File: src/rtl/vsf_pkg.sv
`timescale 1ns/1ps
package vsf_pkg;

    localparam int STATE_W    = 127;
    localparam int NUM_COPIES = 4;
    localparam int NUM_TAPS   = 12;
    localparam int SEL_W      = $clog2(NUM_COPIES);
    localparam int ROM_DEPTH  = 1 << NUM_TAPS;
    localparam int FB_LO      = 0;
    localparam int FB_HI      = 1;
    localparam int PIPE_LAT   = 2;

    typedef logic [STATE_W-1:0]  state_t;
    typedef logic [NUM_TAPS-1:0] addr_t;

    typedef enum logic [1:0] {
        ST_IDLE = 2'd0,
        ST_FILL = 2'd1,
        ST_RUN  = 2'd2
    } gen_state_e;

    localparam int TAP_POS [NUM_TAPS] = '{3, 11, 19, 28, 37, 47, 58, 69, 80, 92, 104, 118};

    // one shift of the register, feedback entering at the top stage
    function automatic state_t advance_one(input state_t s);
        return {s[FB_LO] ^ s[FB_HI], s[STATE_W-1:1]};
    endfunction

    function automatic addr_t gather_taps(input state_t s);
        addr_t a;
        for (int i = 0; i < NUM_TAPS; i++) begin
            a[i] = s[TAP_POS[i]];
        end
        return a;
    endfunction

    function automatic logic filter_eq(input addr_t a);
        return a[0] ^ a[3] ^ a[6] ^ a[10]
             ^ (a[1] & a[4])
             ^ (a[2] & a[8] & a[11])
             ^ (a[5] & a[7])
             ^ (a[9] & ~a[6]);
    endfunction

    function automatic logic [ROM_DEPTH-1:0] build_table();
        logic [ROM_DEPTH-1:0] t;
        for (int i = 0; i < ROM_DEPTH; i++) begin
            t[i] = filter_eq(addr_t'(i));
        end
        return t;
    endfunction

endpackage

File: src/rtl/vsf_jump_chain.sv
`timescale 1ns/1ps
module vsf_jump_chain
    import vsf_pkg::*;
#(
    parameter int COPIES = NUM_COPIES
) (
    input  state_t                         base_i,
    output logic [COPIES-1:0][STATE_W-1:0] copies_o
);

    // copy k holds the base advanced by k+1 steps
    genvar k;
    generate
        for (k = 0; k < COPIES; k++) begin : g_copy
            if (k == 0) begin : g_first
                assign copies_o[k] = advance_one(base_i);
            end else begin : g_next
                assign copies_o[k] = advance_one(copies_o[k-1]);
            end
        end
    endgenerate

endmodule

File: src/rtl/vsf_tap_pipe.sv
`timescale 1ns/1ps
module vsf_tap_pipe
    import vsf_pkg::*;
#(
    parameter int COPIES = NUM_COPIES,
    localparam int SW    = $clog2(COPIES)
) (
    input  logic                           clk,
    input  logic                           rst_n,
    input  logic [COPIES-1:0][STATE_W-1:0] copies_i,
    input  logic [SW-1:0]                  sel_i,
    output addr_t                          addr_o
);

    logic [COPIES-1:0][NUM_TAPS-1:0] taps_q;
    logic [SW-1:0]                   sel_q;

    // balancing registers: tap subset of every copy, plus the step count
    genvar k;
    generate
        for (k = 0; k < COPIES; k++) begin : g_taps
            always_ff @(posedge clk) begin
                if (!rst_n) begin
                    taps_q[k] <= '0;
                end else begin
                    taps_q[k] <= gather_taps(copies_i[k]);
                end
            end
        end
    endgenerate

    always_ff @(posedge clk) begin
        if (!rst_n) begin
            sel_q <= '0;
        end else begin
            sel_q <= sel_i;
        end
    end

    // one 4-to-1 selector per filter input
    genvar b;
    generate
        for (b = 0; b < NUM_TAPS; b++) begin : g_mux
            always_comb begin
                addr_o[b] = taps_q[sel_q][b];
            end
        end
    endgenerate

endmodule

File: src/rtl/vsf_filter_rom.sv
`timescale 1ns/1ps
module vsf_filter_rom
    import vsf_pkg::*;
(
    input  logic  clk,
    input  logic  rst_n,
    input  addr_t addr_i,
    output logic  bit_o
);

    localparam logic [ROM_DEPTH-1:0] TABLE = build_table();

    always_ff @(posedge clk) begin
        if (!rst_n) begin
            bit_o <= 1'b0;
        end else begin
            bit_o <= TABLE[addr_i];
        end
    end

endmodule

File: src/rtl/vsf_ctrl.sv
`timescale 1ns/1ps
module vsf_ctrl
    import vsf_pkg::*;
(
    input  logic clk,
    input  logic rst_n,
    input  logic run_i,
    input  logic load_i,
    output logic valid_o
);

    localparam int FILL_CYC = PIPE_LAT - 1;
    localparam int CNT_W    = (FILL_CYC > 1) ? $clog2(FILL_CYC) : 1;

    gen_state_e       state_q, state_d;
    logic [CNT_W-1:0] fill_q;
    logic             fill_done;

    assign fill_done = (fill_q == CNT_W'(FILL_CYC - 1));

    always_ff @(posedge clk) begin
        if (!rst_n) begin
            state_q <= ST_IDLE;
        end else begin
            state_q <= state_d;
        end
    end

    always_ff @(posedge clk) begin
        if (!rst_n || state_d != ST_FILL || state_q != ST_FILL) begin
            fill_q <= '0;
        end else begin
            fill_q <= fill_q + 1'b1;
        end
    end

    always_comb begin
        state_d = state_q;
        unique case (state_q)
            ST_IDLE: begin
                if (run_i && !load_i) state_d = ST_FILL;
            end
            ST_FILL: begin
                if (load_i || !run_i) state_d = ST_IDLE;
                else if (fill_done)   state_d = ST_RUN;
            end
            ST_RUN: begin
                if (load_i || !run_i) state_d = ST_IDLE;
            end
            default: state_d = ST_IDLE;
        endcase
    end

    always_comb begin
        valid_o = (state_q == ST_RUN);
    end

endmodule

File: src/rtl/varstep_filter_gen.sv
`timescale 1ns/1ps
module varstep_filter_gen
    import vsf_pkg::*;
(
    input  logic         clk,
    input  logic         rst_n,
    input  logic         run_i,
    input  logic [1:0]   step_sel_i,
    input  logic         load_i,
    input  logic [126:0] load_state_i,
    output logic         ks_bit_o,
    output logic         ks_valid_o
);

    state_t                             base_q;
    logic [NUM_COPIES-1:0][STATE_W-1:0] copies;
    addr_t                              rom_addr;

    vsf_jump_chain #(.COPIES(NUM_COPIES)) u_chain (
        .base_i   (base_q),
        .copies_o (copies)
    );

    always_ff @(posedge clk) begin
        if (!rst_n) begin
            base_q <= state_t'(1);
        end else if (load_i) begin
            base_q <= load_state_i;
        end else if (run_i) begin
            base_q <= copies[step_sel_i];
        end
    end

    vsf_tap_pipe #(.COPIES(NUM_COPIES)) u_taps (
        .clk      (clk),
        .rst_n    (rst_n),
        .copies_i (copies),
        .sel_i    (step_sel_i),
        .addr_o   (rom_addr)
    );

    vsf_filter_rom u_rom (
        .clk    (clk),
        .rst_n  (rst_n),
        .addr_i (rom_addr),
        .bit_o  (ks_bit_o)
    );

    vsf_ctrl u_ctrl (
        .clk     (clk),
        .rst_n   (rst_n),
        .run_i   (run_i),
        .load_i  (load_i),
        .valid_o (ks_valid_o)
    );

endmodule

File: config.mk
export PLATFORM = sky130hd
export DESIGN_NAME = varstep_filter_gen
export DESIGN_NICKNAME = d
export VERILOG_FILES = /design/src/rtl/vsf_pkg.sv /design/src/rtl/vsf_jump_chain.sv /design/src/rtl/vsf_tap_pipe.sv /design/src/rtl/vsf_filter_rom.sv /design/src/rtl/vsf_ctrl.sv /design/src/rtl/varstep_filter_gen.sv
export SDC_FILE = /design/constraint.sdc
export NUM_CORES = 1
export LEC_CHECK = 0
export ABC_AREA = 1
export CAP_MARGIN = 10
export CORE_MARGIN = 1.5
export CORE_UTILIZATION = 60
export DETAILED_ROUTE_END_ITERATION = 8
export MAX_ROUTING_LAYER = met4
export PLACE_DENSITY = 0.8
export SYNTH_ARGS = -nofsm -noshare
export SYNTH_HDL_FRONTEND = slang
export SYNTH_HIERARCHICAL = 1
export SYNTH_SLANG_ARGS = --single-unit
File: constraint.sdc
create_clock -name clk -period 2.4 [get_ports clk]
set_input_delay 0.36 -clock clk [delete_from_list [all_inputs] [get_ports clk]]
set_output_delay 0.36 -clock clk [all_outputs]
set_load 0.01 [all_outputs]
Word level (Yosys, flattened, before mapping)
Memories as Yosys holds them, arrays and structs flattened. A register that Yosys moved wholly into a read port is not among the register bits.
Cells that the tools add are included.
{"block": "op_classes", "add_sub_neg": 1, "magnitude_cmp": 2, "eq_ne": 4, "n_mux": 11, "n_bitwise": 4, "reduce_logical": 10}
{"cell": "127-bit two-way mux", "n": 3}
{"cell": "127-bit binary-select mux with 2-bit select", "n": 1}
{"cell": "12-bit binary-select mux with 2-bit select", "n": 1}
{"cell": "12-bit two-way mux", "n": 1}
{"cell": "2-bit two-way mux", "n": 4}
{"cell": "2-bit by 3-bit less-than comparator with 1-bit output (second input constant)", "n": 2}
{"cell": "2-bit one-hot mux with 3 select lines", "n": 1}
{"cell": "1-bit logical NOT", "n": 4}
{"cell": "2-bit by 1-bit inequality test with 1-bit output (second input constant)", "n": 2}
{"cell": "1-bit bitwise XOR", "n": 4}
{"cell": "1-bit logical OR", "n": 3}
{"cell": "2-bit by 1-bit == test with 1-bit output (second input constant)", "n": 1}
{"cell": "2-bit == test (second input constant)", "n": 1}
{"cell": "2-bit logical NOT", "n": 1}
{"cell": "2-bit nonzero test", "n": 1}
{"cell": "1-bit adder (second input constant)", "n": 1}
{"cell": "1-bit logical AND", "n": 1}
{"block": "totals", "reg_bits": 180, "mem_bits_ro": 4096, "input_bits": 133, "output_inout_bits": 2, "n_memories": 1}
{"name": "(name not given)", "depth": 4096, "width": 1, "read_ports": 1, "rd_clocked_by_memory_dff": 1, "wr": 0, "line": "vsf_filter_rom.sv:17", "source": "bit_o <= TABLE[addr_i];"}

Logic depth before layout (Yosys ltp)
Gate-level depths: netlist of run 1.
{"block": "logic_depth", "depth_word": 7, "mapped_depth": 20}

Cells and area by module
Netlist of run 1, hierarchy kept.
{"mod": "varstep_filter_gen", "n_inst": 1, "cells_per_inst": 1942, "area_per_inst_um2": 10438.8}
{"mod": "vsf_jump_chain", "n_inst": 1, "cells_per_inst": 521, "area_per_inst_um2": 3847.4}
{"mod": "vsf_tap_pipe", "n_inst": 1, "cells_per_inst": 297, "area_per_inst_um2": 2028.2}
{"mod": "vsf_filter_rom", "n_inst": 1, "cells_per_inst": 48, "area_per_inst_um2": 252.7}
{"mod": "vsf_ctrl", "n_inst": 1, "cells_per_inst": 16, "area_per_inst_um2": 112.6}

Least setup slack after synthesis of run 1
Ideal clock, no wire load.
{"block": "synth_path", "path_kind": "reg-to-reg", "from": "register u_taps.sel_q[0]", "to": "register u_rom.bit_o", "setup_ps": 115, "arrival_ps": 1598, "t_required_ps": 2285, "path_slack_ps": 687, "path_stages_with_launch": 17, "period_less_slack_ps": 1713, "cell_sequence": "dfxtp_1 -> buf_6 -> inv_6 -> buf_8 -> nand2_2 -> nand3_1 -> nand2_1 -> xor2_1 -> inv_1 -> nand2_2 -> nand2_2 -> nand2_2 -> nand2_1 -> nand2_1 -> nand3b_1 -> a21oi_1 -> nor2_1"}
{"block": "synth_between", "elab_chain_cells": 2}
{"element": "start: declaration", "line": "vsf_tap_pipe.sv:16", "source": "logic [SW-1:0] sel_q;"}
{"element": "start signal: assignment", "line": "vsf_tap_pipe.sv:36", "source": "sel_q <= sel_i;"}
{"element": "12-bit binary-select mux with 2-bit select", "line": "vsf_tap_pipe.sv:45", "source": "addr_o[b] = taps_q[sel_q][b];"}
{"element": "12-bit two-way mux (not written as such)", "line": "vsf_tap_pipe.sv:45"}
{"element": "via rom_addr[3]", "line": "varstep_filter_gen.sv:17", "source": "addr_t rom_addr;"}
{"element": "end: declaration", "line": "vsf_filter_rom.sv:8", "source": "output logic bit_o"}
The timed path passes the listed nets, and every way through them passes these cells. The select of a mux whose other input is x is not followed.
A chain may end at the register's enable or synchronous reset.

Worst setup path in the final report of run 1
Ends and elaborated chain as after synthesis.

==> flow_summary.rst, run 1 <==
.. list-table::
   :header-rows: 1

   * - Metric
     - Value
   * - Register area share after synthesis
     - 0.217
   * - H-tree level count
     - 4
   * - Data required time at the worst endpoint
     - 2.72 ns
   * - Library cell occupying the most area in the post-synthesis netlist
     - sky130_fd_sc_hd__buf_4
   * - Max-slew headroom at the worst pin
     - 0.516
   * - Buffers on Ports
     - between 100 and 150
   * - Die area
     - between 20000 and 30000 um2
   * - Post-synth EDFFs
     - 0
   * - Hold path depth
     - 4
   * - Post-synth top flop
     - sky130_fd_sc_hd__dfxtp_1
   * - Half-perimeter wire length of the detailed placement result
     - 22.0 mm
   * - Clock tree sinks
     - about 180
   * - Tcrit/Tclk final
     - 0.883
   * - Fraction of final layout cells sized beyond drive strength 1
     - 0.0364
   * - Final setup vio count
     - 0
   * - Setup Buffers After CTS
     - 0
   * - Grt ovf
     - 0
   * - Yosys warning total
     - 6
   * - Number of global-route vias before repair
     - 12500
   * - CORE AREA
     - about 27000 um2
   * - Final-layout fill cell count
     - roughly 2800
   * - Post-detailed-route count of antenna-violating nets
     - 0
   * - Antenna Cells
     - 0
   * - Worst-margin pin slew
     - 0.725 ns
   * - Static Leak
     - roughly 7.4 nW
   * - Final Hold Violating Endpoints
     - 0
   * - TritonCTS buffer count
     - 17
   * - Routed via count
     - 13700
   * - Summed negative setup slack over all endpoints
     - 0 ns
   * - Type of the setup path with the least slack
     - flop to flop
   * - Crit-path max FO
     - 8
   * - Initial antenna violation count
     - 0
   * - CTS max path bufs
     - 2
   * - Pin count of the biggest net entering global routing
     - ~140
   * - CTS tree
     - done
   * - R2R cell count
     - 12
   * - Number of buffers inserted by hold repair at cts
     - 0
   * - Area of the multi-input gates
     - 6600 um2
   * - Number of optimization iterations in the first detailed-route pass
     - 5
   * - Routed wire per std cell
     - about 13 um
   * - Worst supply voltage drop on vdd
     - 0.000343 V
   * - Global-route usage over all layers
     - 0.251
   * - Cell chosen for the clock root
     - sky130_fd_sc_hd__clkbuf_16
   * - Outcome
     - completed
   * - Synthesis-to-finish area growth
     - -10.9%
   * - Final clock skew
     - between 0.01 and 0.015 ns
   * - Share of the synthesized area in the top cell type
     - 0.233
   * - Average footprint of a synthesized cell
     - 5.91 um2
   * - Final number of max-transition violations
     - 0
   * - F_max
     - 472 MHz
   * - Net count of the finished layout
     - 2482
   * - Total power per unit cell area
     - between 500 and 600 nW/um2
   * - Critical-path cell list
     - buf_4, nand2_1, nand3_1, nand2_1, xor2_1, nand3_1, nand3_1, nand3_2, nand3_2, nand3_2, a21oi_1, nor2_1
   * - Share of flip-flops with an asynchronous set or reset after synthesis
     - 0
   * - Number of library cell types mapped by synthesis
     - 26
   * - Die Span Y
     - 170 um
   * - Number of synthesized register bits
     - roughly 180
   * - Starting DRC count in detailed routing
     - 1093
   * - Shortest period the worst path allows
     - 2.12 ns
   * - Arrival time reported for the critical path endpoint
     - ~2.4 ns
   * - Detail-routed via count per cell
     - 5.03
   * - Wire length of the first global-routing pass
     - 59.0 mm
   * - CTS clk-pin slew, worst paths
     - 0.07 ns
   * - Total nets after synthesis
     - 2957
   * - I/O pins
     - 135
   * - Post-CTS resize count
     - 0
   * - Die width
     - around 170 um
   * - Fraction of the core area covered by cells at the end of the flow
     - 0.548
   * - Synth Instances
     - 2824
   * - GPL Wtd Cong
     - 0.848
   * - Clock Latency Late Sink
     - ~0.43 ns
   * - MaxCap Viol Count
     - 0
   * - Area taken by flip-flops and latches
     - 3620 um2
   * - Detailed Route WL
     - between 30 and 40 mm
   * - Site Rows
     - 60
   * - Critical-path cell with the highest stage delay
     - sky130_fd_sc_hd__dfxtp_1
   * - Total DRC errors in the routed layout
     - 0
   * - Largest stage delay on the critical path
     - between 0.5 and 0.6 ns
   * - Hold slack
     - 0.344 ns
   * - Initial standard-cell utilization of the core
     - 0.615
   * - Min-delay worst type
     - input port to flop
   * - Post-synthesis instance area
     - 16700 um2
   * - Unrepaired setup endpoints after global routing
     - false
   * - Biggest area contributors in the synthesized netlist
     - sky130_fd_sc_hd__buf_4, sky130_fd_sc_hd__dfxtp_1, sky130_fd_sc_hd__nand2_1
   * - Critical path capture point type
     - flop
   * - Kind of start point of the critical path
     - flop
flip-flops by register name, indices dropped and copies added, names as in the netlist:
signal          count
u_ctrl/state_q      2
base_q            127
u_ctrl/fill_q       1
u_taps/taps_q      48
u_rom/bit_o         1
u_taps/sel_q        2
logic make-up (layout without fill, tap and decap cells):
logic type / after synthesis / after routing / share of synthesized area
flops: 181 / 181 / 0.217
buf+inv: 1160 / 698 / 0.388
other cells: 1 / 1 / 0.000225
compound gates: 271 / 271 / 0.0960
xor+xnor: 1 / 1 / 0.000525
simple gates: 1210 / 1210 / 0.298
per-stage QoR:
| stage | instances | cell area (um2) | power [mW] | setup slack [ns] |
|---|---|---|---|---|
| floorplan | 2824 | 16700 | 5.50 | 0.687 |
| global placement | 2702 | 14300 | 5.24 | 0.497 |
| detailed placement | 2702 | 14300 | 5.30 | 0.359 |
| CTS | 2734 | 14900 | 7.97 | 0.345 |
| global route | 2734 | 14900 | 8.39 | 0.105 |
| finish | 2734 | 14900 | 7.94 | 0.281 |
synthesized netlist by cell type, types with 3 or more instances:
| cell | n |
|---|---|
| sky130_fd_sc_hd__a21oi_1 | 141 |
| sky130_fd_sc_hd__a22oi_1 | 95 |
| sky130_fd_sc_hd__buf_1 | 5 |
| sky130_fd_sc_hd__buf_2 | 87 |
| sky130_fd_sc_hd__buf_4 | 518 |
| sky130_fd_sc_hd__buf_6 | 6 |
| sky130_fd_sc_hd__clkbuf_1 | 38 |
| sky130_fd_sc_hd__dfxtp_1 | 181 |
| sky130_fd_sc_hd__inv_1 | 500 |
| sky130_fd_sc_hd__inv_2 | 3 |
| sky130_fd_sc_hd__nand2_1 | 849 |
| sky130_fd_sc_hd__nand2_2 | 12 |
| sky130_fd_sc_hd__nand3_1 | 299 |
| sky130_fd_sc_hd__nand3_2 | 3 |
| sky130_fd_sc_hd__nor2_1 | 44 |
| sky130_fd_sc_hd__o21ai_0 | 26 |
| sky130_fd_sc_hd__o21ai_1 | 8 |
routing by layer:
| layer | routed length (um) | GRT usage | share of wire |
|---|---|---|---|
| met1 | 16000 | 0.315 | 0.46 |
| met2 | 16600 | 0.424 | 0.47 |
| met3 | 1860 | 0.0296 | 0.053 |
| met4 | 552 | 0.0731 | 0.016 |
| met5 | 0 | - | 0 |
worst paths after layout:
| path | end | slack (ns) | startpoint |
|---|---|---|---|
| worst min register to register | base_q[0]$_SDFFE_PN1P_ | 0.51 | base_q[0]$_SDFFE_PN1P_ |
| worst max-delay path | u_rom/bit_o$_SDFF_PN0_ | 0.28 | u_taps/sel_q[0]$_SDFF_PN0_ |
| worst max register to register | u_rom/bit_o$_SDFF_PN0_ | 0.28 | u_taps/sel_q[0]$_SDFF_PN0_ |
| worst min-delay path | u_ctrl/state_q[1]$_SDFF_PN0_ | 0.34 | load_i |
worst max-delay path, delay by kind of cell (launching register included):
family | cells | cell delay (ns)
buffers and inverters | 1 | 0.22
AO/OA/AOI/OAI | 1 | 0.15
AND/OR/NAND/NOR | 9 | 0.90
flip-flops | 1 | 0.52
XOR/XNOR | 1 | 0.22
cell usage in the layout (no fill, tap or decap):
cell                                n
sky130_fd_sc_hd__inv_4              1
sky130_fd_sc_hd__nand4_1            1
sky130_fd_sc_hd__inv_6              7
sky130_fd_sc_hd__a22oi_1           95
sky130_fd_sc_hd__a21oi_1          141
sky130_fd_sc_hd__clkinvlp_4         4
sky130_fd_sc_hd__buf_6              1
sky130_fd_sc_hd__dfxtp_1          181
sky130_fd_sc_hd__nand3_2            3
sky130_fd_sc_hd__buf_4             15
sky130_fd_sc_hd__nand3b_1           1
sky130_fd_sc_hd__conb_1             1
sky130_fd_sc_hd__nand3_1          299
sky130_fd_sc_hd__nor2_4             2
sky130_fd_sc_hd__o21ai_0           26
sky130_fd_sc_hd__clkdlybuf4s50_1  130
sky130_fd_sc_hd__xor2_1             1
sky130_fd_sc_hd__buf_2              1
sky130_fd_sc_hd__o211ai_2           1
sky130_fd_sc_hd__inv_2              1
sky130_fd_sc_hd__nand2_1          849
sky130_fd_sc_hd__clkinv_2           2
sky130_fd_sc_hd__clkbuf_16         17
sky130_fd_sc_hd__inv_1            500
sky130_fd_sc_hd__nand2_2           12
sky130_fd_sc_hd__o21ai_1            8
sky130_fd_sc_hd__clkinv_4           5
sky130_fd_sc_hd__buf_12            14
sky130_fd_sc_hd__nor2_1            43
power breakdown:
| group | leakage, nW | internal (mW) | switching (mW) | total, mW |
|---|---|---|---|---|
| sequential | 1.49 | 3.20 | 0.246 | 3.44 |
| combinational | 5.64 | 0.762 | 1.05 | 1.81 |
| clock | 0.257 | 1.35 | 1.33 | 2.68 |
cell type report:
class	count	area share
clock buffer	17	0.0286
clock inverter	15	0.00825
inverter	505	0.129
multi-input combinational	1483	0.444
sequential	181	0.244
tap	372	0.0313
timing repair buffer	161	0.115
Note: power is estimated with default switching activity, not from simulation.
==> inputs of run 2 (changes only) <==
--- a/config.mk
+++ b/config.mk
@@ -8,10 +8,10 @@
 export ABC_AREA = 1
 export CAP_MARGIN = 10
 export CORE_MARGIN = 1.5
-export CORE_UTILIZATION = 60
+export CORE_UTILIZATION = 33
 export DETAILED_ROUTE_END_ITERATION = 8
 export MAX_ROUTING_LAYER = met4
-export PLACE_DENSITY = 0.8
+export PLACE_DENSITY = 0.48
 export SYNTH_ARGS = -nofsm -noshare
 export SYNTH_HDL_FRONTEND = slang
 export SYNTH_HIERARCHICAL = 1
==> run 2 against run 1 <==
Cell count grew 11%; sequential power is essentially flat; power grew 2.6%; critical path type unchanged; largest power group unchanged; highest routed layer unchanged.
==> flow_summary.rst, run 2 (synthesized netlist as in run 1, its figures left out) <==
.. list-table::
   :header-rows: 1

   * - Metric
     - Value
   * - Tcrit/Tclk final
     - 0.855 (-0.0284)
   * - Antenna Cells
     - 0 (unchanged)
   * - MaxCap Viol Count
     - 0 (unchanged)
   * - CORE AREA
     - 50100 um2 (+85%)
   * - Synthesis-to-finish area growth
     - -8.34%
   * - Final number of max-transition violations
     - 0 (unchanged)
   * - Crit-path max FO
     - 24 (+16)
   * - Cell chosen for the clock root
     - sky130_fd_sc_hd__clkbuf_16
   * - Worst-margin pin slew
     - 0.755 ns (+0.0299 ns)
   * - Wire length of the first global-routing pass
     - 67.3 mm (+14%)
   * - Leading cell type in the layout, fill and taps excluded
     - sky130_fd_sc_hd__nand2_1
   * - Final total power
     - 8.14 mW (+2.6%)
   * - Flip-flop count of the largest register after layout
     - 127 (unchanged)
   * - Largest registers
     - base_q: 127 flops, u_taps/taps_q: 48 flops
   * - Pin count of the biggest net entering global routing
     - 130 (-7.8%)
   * - Final setup vio count
     - 0 (unchanged)
   * - Final Hold Violating Endpoints
     - 0 (unchanged)
   * - Total DRC errors in the routed layout
     - 0 (unchanged)
   * - CTS max path bufs
     - 2 (unchanged)
   * - Shortest period the worst path allows
     - 2.05 ns (-0.0682 ns)
   * - Site Rows
     - 82 (+37%)
   * - Final cell area excluding filler cells
     - 15300 um2 (+2.9%)
   * - Summed negative setup slack over all endpoints
     - 0 ns (unchanged)
   * - Worst supply voltage drop on vdd
     - 0.000453 V (+32%)
   * - Post-CTS resize count
     - 0 (unchanged)
   * - Die Span Y
     - 228 um (+34%)
   * - Outcome
     - completed
   * - CTS clk-pin slew, worst paths
     - 0.07 ns (about the same)
   * - Clock tree sinks
     - 181 (unchanged)
   * - I/O pins
     - 135 (unchanged)
   * - Min-delay worst type
     - input port to flop
   * - Hold slack
     - 0.194 ns (-0.150 ns)
   * - Half-perimeter wire length of the detailed placement result
     - 25.5 mm (+16%)
   * - Routed wire per std cell
     - 13.4 um (+4.5%)
   * - Fraction of final layout cells sized beyond drive strength 1
     - 0.0372 (+0.000815)
   * - Critical path destination
     - u_rom/bit_o$_SDFF_PN0_
   * - Kind of start point of the critical path
     - flop
   * - Setup Buffers After CTS
     - 0 (unchanged)
   * - Switching power share of the total
     - 0.331 (about the same)
   * - Final clock skew
     - 0.0107 ns (-0.00112 ns)
   * - Portion of total power attributed to the clock network
     - 0.350 (+0.012)
   * - Worst setup slack for register-to-register paths
     - 0.35 ns (+0.07 ns)
   * - Dpl cells
     - 3004 (+11%)
   * - Die width
     - 228 um (+34%)
   * - Routed via count
     - 13500 (-1.6%)
   * - Post-detailed-route count of antenna-violating nets
     - 0 (unchanged)
   * - Global-route usage over all layers
     - 0.164 (-0.0868)
   * - Post-route non-filler standard cell count
     - 3036 (+11%)
   * - Die area
     - 51900 um2 (+80%)
   * - Data required time at the worst endpoint
     - 2.78 ns (+0.06 ns)
   * - GPL Wtd Cong
     - 0.784 (-7.5%)
   * - TritonCTS buffer count
     - 17 (unchanged)
   * - Number of optimization iterations in the first detailed-route pass
     - 6 (+1)
   * - Instance area after placement
     - 14700 um2 (+2.9%)
   * - Buffers on Ports
     - 134 (unchanged)
   * - Detailed Route WL
     - 40.7 mm (+16%)
   * - Arrival time reported for the critical path endpoint
     - 2.43 ns (about the same)
   * - Most flop-heavy register
     - base_q
   * - Endpoint of the worst-slack reg-to-reg timing path
     - u_rom/bit_o$_SDFF_PN0_
   * - Critical path startpoint
     - u_taps/sel_q[0]$_SDFF_PN0_
   * - Comb power frac
     - 0.227 (about the same)
   * - Sequential fraction of design power
     - 0.423 (-0.011)
   * - Total power per unit cell area
     - 532 nW/um2 (-0.32%)
   * - CTS tree
     - done
   * - Source of the worst register-to-register timing path
     - u_taps/sel_q[0]$_SDFF_PN0_
   * - Grt ovf
     - 0 (unchanged)
   * - Detail-routed via count per cell
     - 4.46 (-11%)
   * - Starting DRC count in detailed routing
     - 914 (-16%)
   * - Static Leak
     - 7.41 nW (+0.31%)
   * - Most used cells in the layout excluding fill and tap cells
     - sky130_fd_sc_hd__nand2_1, sky130_fd_sc_hd__inv_1, sky130_fd_sc_hd__nand3_1
   * - Max-slew headroom at the worst pin
     - 0.496 (-0.0200)
   * - Type of the setup path with the least slack
     - flop to flop
   * - F_max
     - 488 MHz (+3.3%)
   * - Number of global-route vias before repair
     - 12600 (+1.0%)
   * - Unrepaired setup endpoints after global routing
     - false
   * - Critical path capture point type
     - flop
   * - Number of buffers inserted by hold repair at cts
     - 0 (unchanged)
   * - Clock Latency Late Sink
     - 0.49 ns (+0.06 ns)
   * - Initial antenna violation count
     - 0 (unchanged)
   * - Power Internal
     - 5.45 mW (+2.6%)
   * - Power dissipated by switching net loads
     - 2.70 mW (+2.6%)
   * - Initial standard-cell utilization of the core
     - 0.333 (-0.282)
   * - R2R cell count
     - 12 (unchanged)
   * - H-tree level count
     - 4 (unchanged)
   * - Net count of the finished layout
     - 2484 (+0.081%)
-- run 2: changes by cell type in the layout (fill, tap and decap cells not counted), moves of 2 or more --
cell	previous run	this run
sky130_fd_sc_hd__clkinv_4	5	1
sky130_fd_sc_hd__inv_6	7	3
sky130_fd_sc_hd__buf_12	14	16
sky130_fd_sc_hd__clkbuf_8	0	2
sky130_fd_sc_hd__clkinv_2	2	4
-- run 2: critical path, stage by stage, from the launching register on --
cell and delay (ns):
sky130_fd_sc_hd__dfxtp_2 0.50, sky130_fd_sc_hd__inv_6 0.16, sky130_fd_sc_hd__nand2_1 0.10, sky130_fd_sc_hd__nand3_1 0.06, sky130_fd_sc_hd__nand2_1 0.16, sky130_fd_sc_hd__xor2_1 0.23, sky130_fd_sc_hd__nand3_1 0.15, sky130_fd_sc_hd__nand3_1 0.15
sky130_fd_sc_hd__nand3_2 0.09, sky130_fd_sc_hd__nand3_2 0.08, sky130_fd_sc_hd__nand3_2 0.07, sky130_fd_sc_hd__a21oi_1 0.13, sky130_fd_sc_hd__nor2_1 0.06
-- run 2: stage by stage --
stage	setup slack (ns)	util
final	0.349	0.305
after global routing	0.104	0.305
after CTS	0.312	0.305
after detailed placement	0.341	0.294
after global placement	0.354	0.294
after floorplan	0.687	-
-- run 2: area by class of cell --
class / instances / area (um2)
Clock inverter: 12 / 105
Sequential cell: 181 / 3620
Clock buffer: 20 / 457
Inverter: 505 / 1910
Fill cell: 5652 / 34800
Multi-Input combinational cell: 1483 / 6600
Tap cell: 672 / 841
Timing Repair Buffer: 163 / 1750
-- run 2: power groups by stage --
stage	combinational, mW	sequential (mW)	clock [mW]
2_1_floorplan	2.08	3.42	0
3_3_place_gp	1.84	3.51	0
3_5_place_dp	1.86	3.51	0
4_1_cts	1.87	3.45	2.99
5_1_grt	2.12	3.49	3.09
6_report	1.84	3.44	2.85
-- run 2: layer usage --
layer / vias up / share of wire / track usage
met3: 32 / 0.032 / 0.0308
met2: 218 / 0.47 / 0.266
met4: 0 / 0.013 / 0.0450
met1: 6193 / 0.48 / 0.208
li1: 7083 / - / -
met5: - / 0 / -
-- run 2: worst min-delay path by stage --
stage / startpoint / end / slack [ns] / cells after the start
after global routing: step_sel_i[0] / u_taps/sel_q[0]$_SDFF_PN0_ / 0.19 / 3
after CTS: step_sel_i[0] / u_taps/sel_q[0]$_SDFF_PN0_ / 0.15 / 3
after detailed placement: base_q[0]$_SDFFE_PN1P_ / base_q[0]$_SDFFE_PN1P_ / 0.49 / 2
after floorplan: base_q[0]$_SDFFE_PN1P_ / base_q[0]$_SDFFE_PN1P_ / 0.46 / 2
final: rst_n / u_ctrl/state_q[0]$_SDFF_PN0_ / 0.19 / 3
after global placement: base_q[0]$_SDFFE_PN1P_ / base_q[0]$_SDFFE_PN1P_ / 0.48 / 2
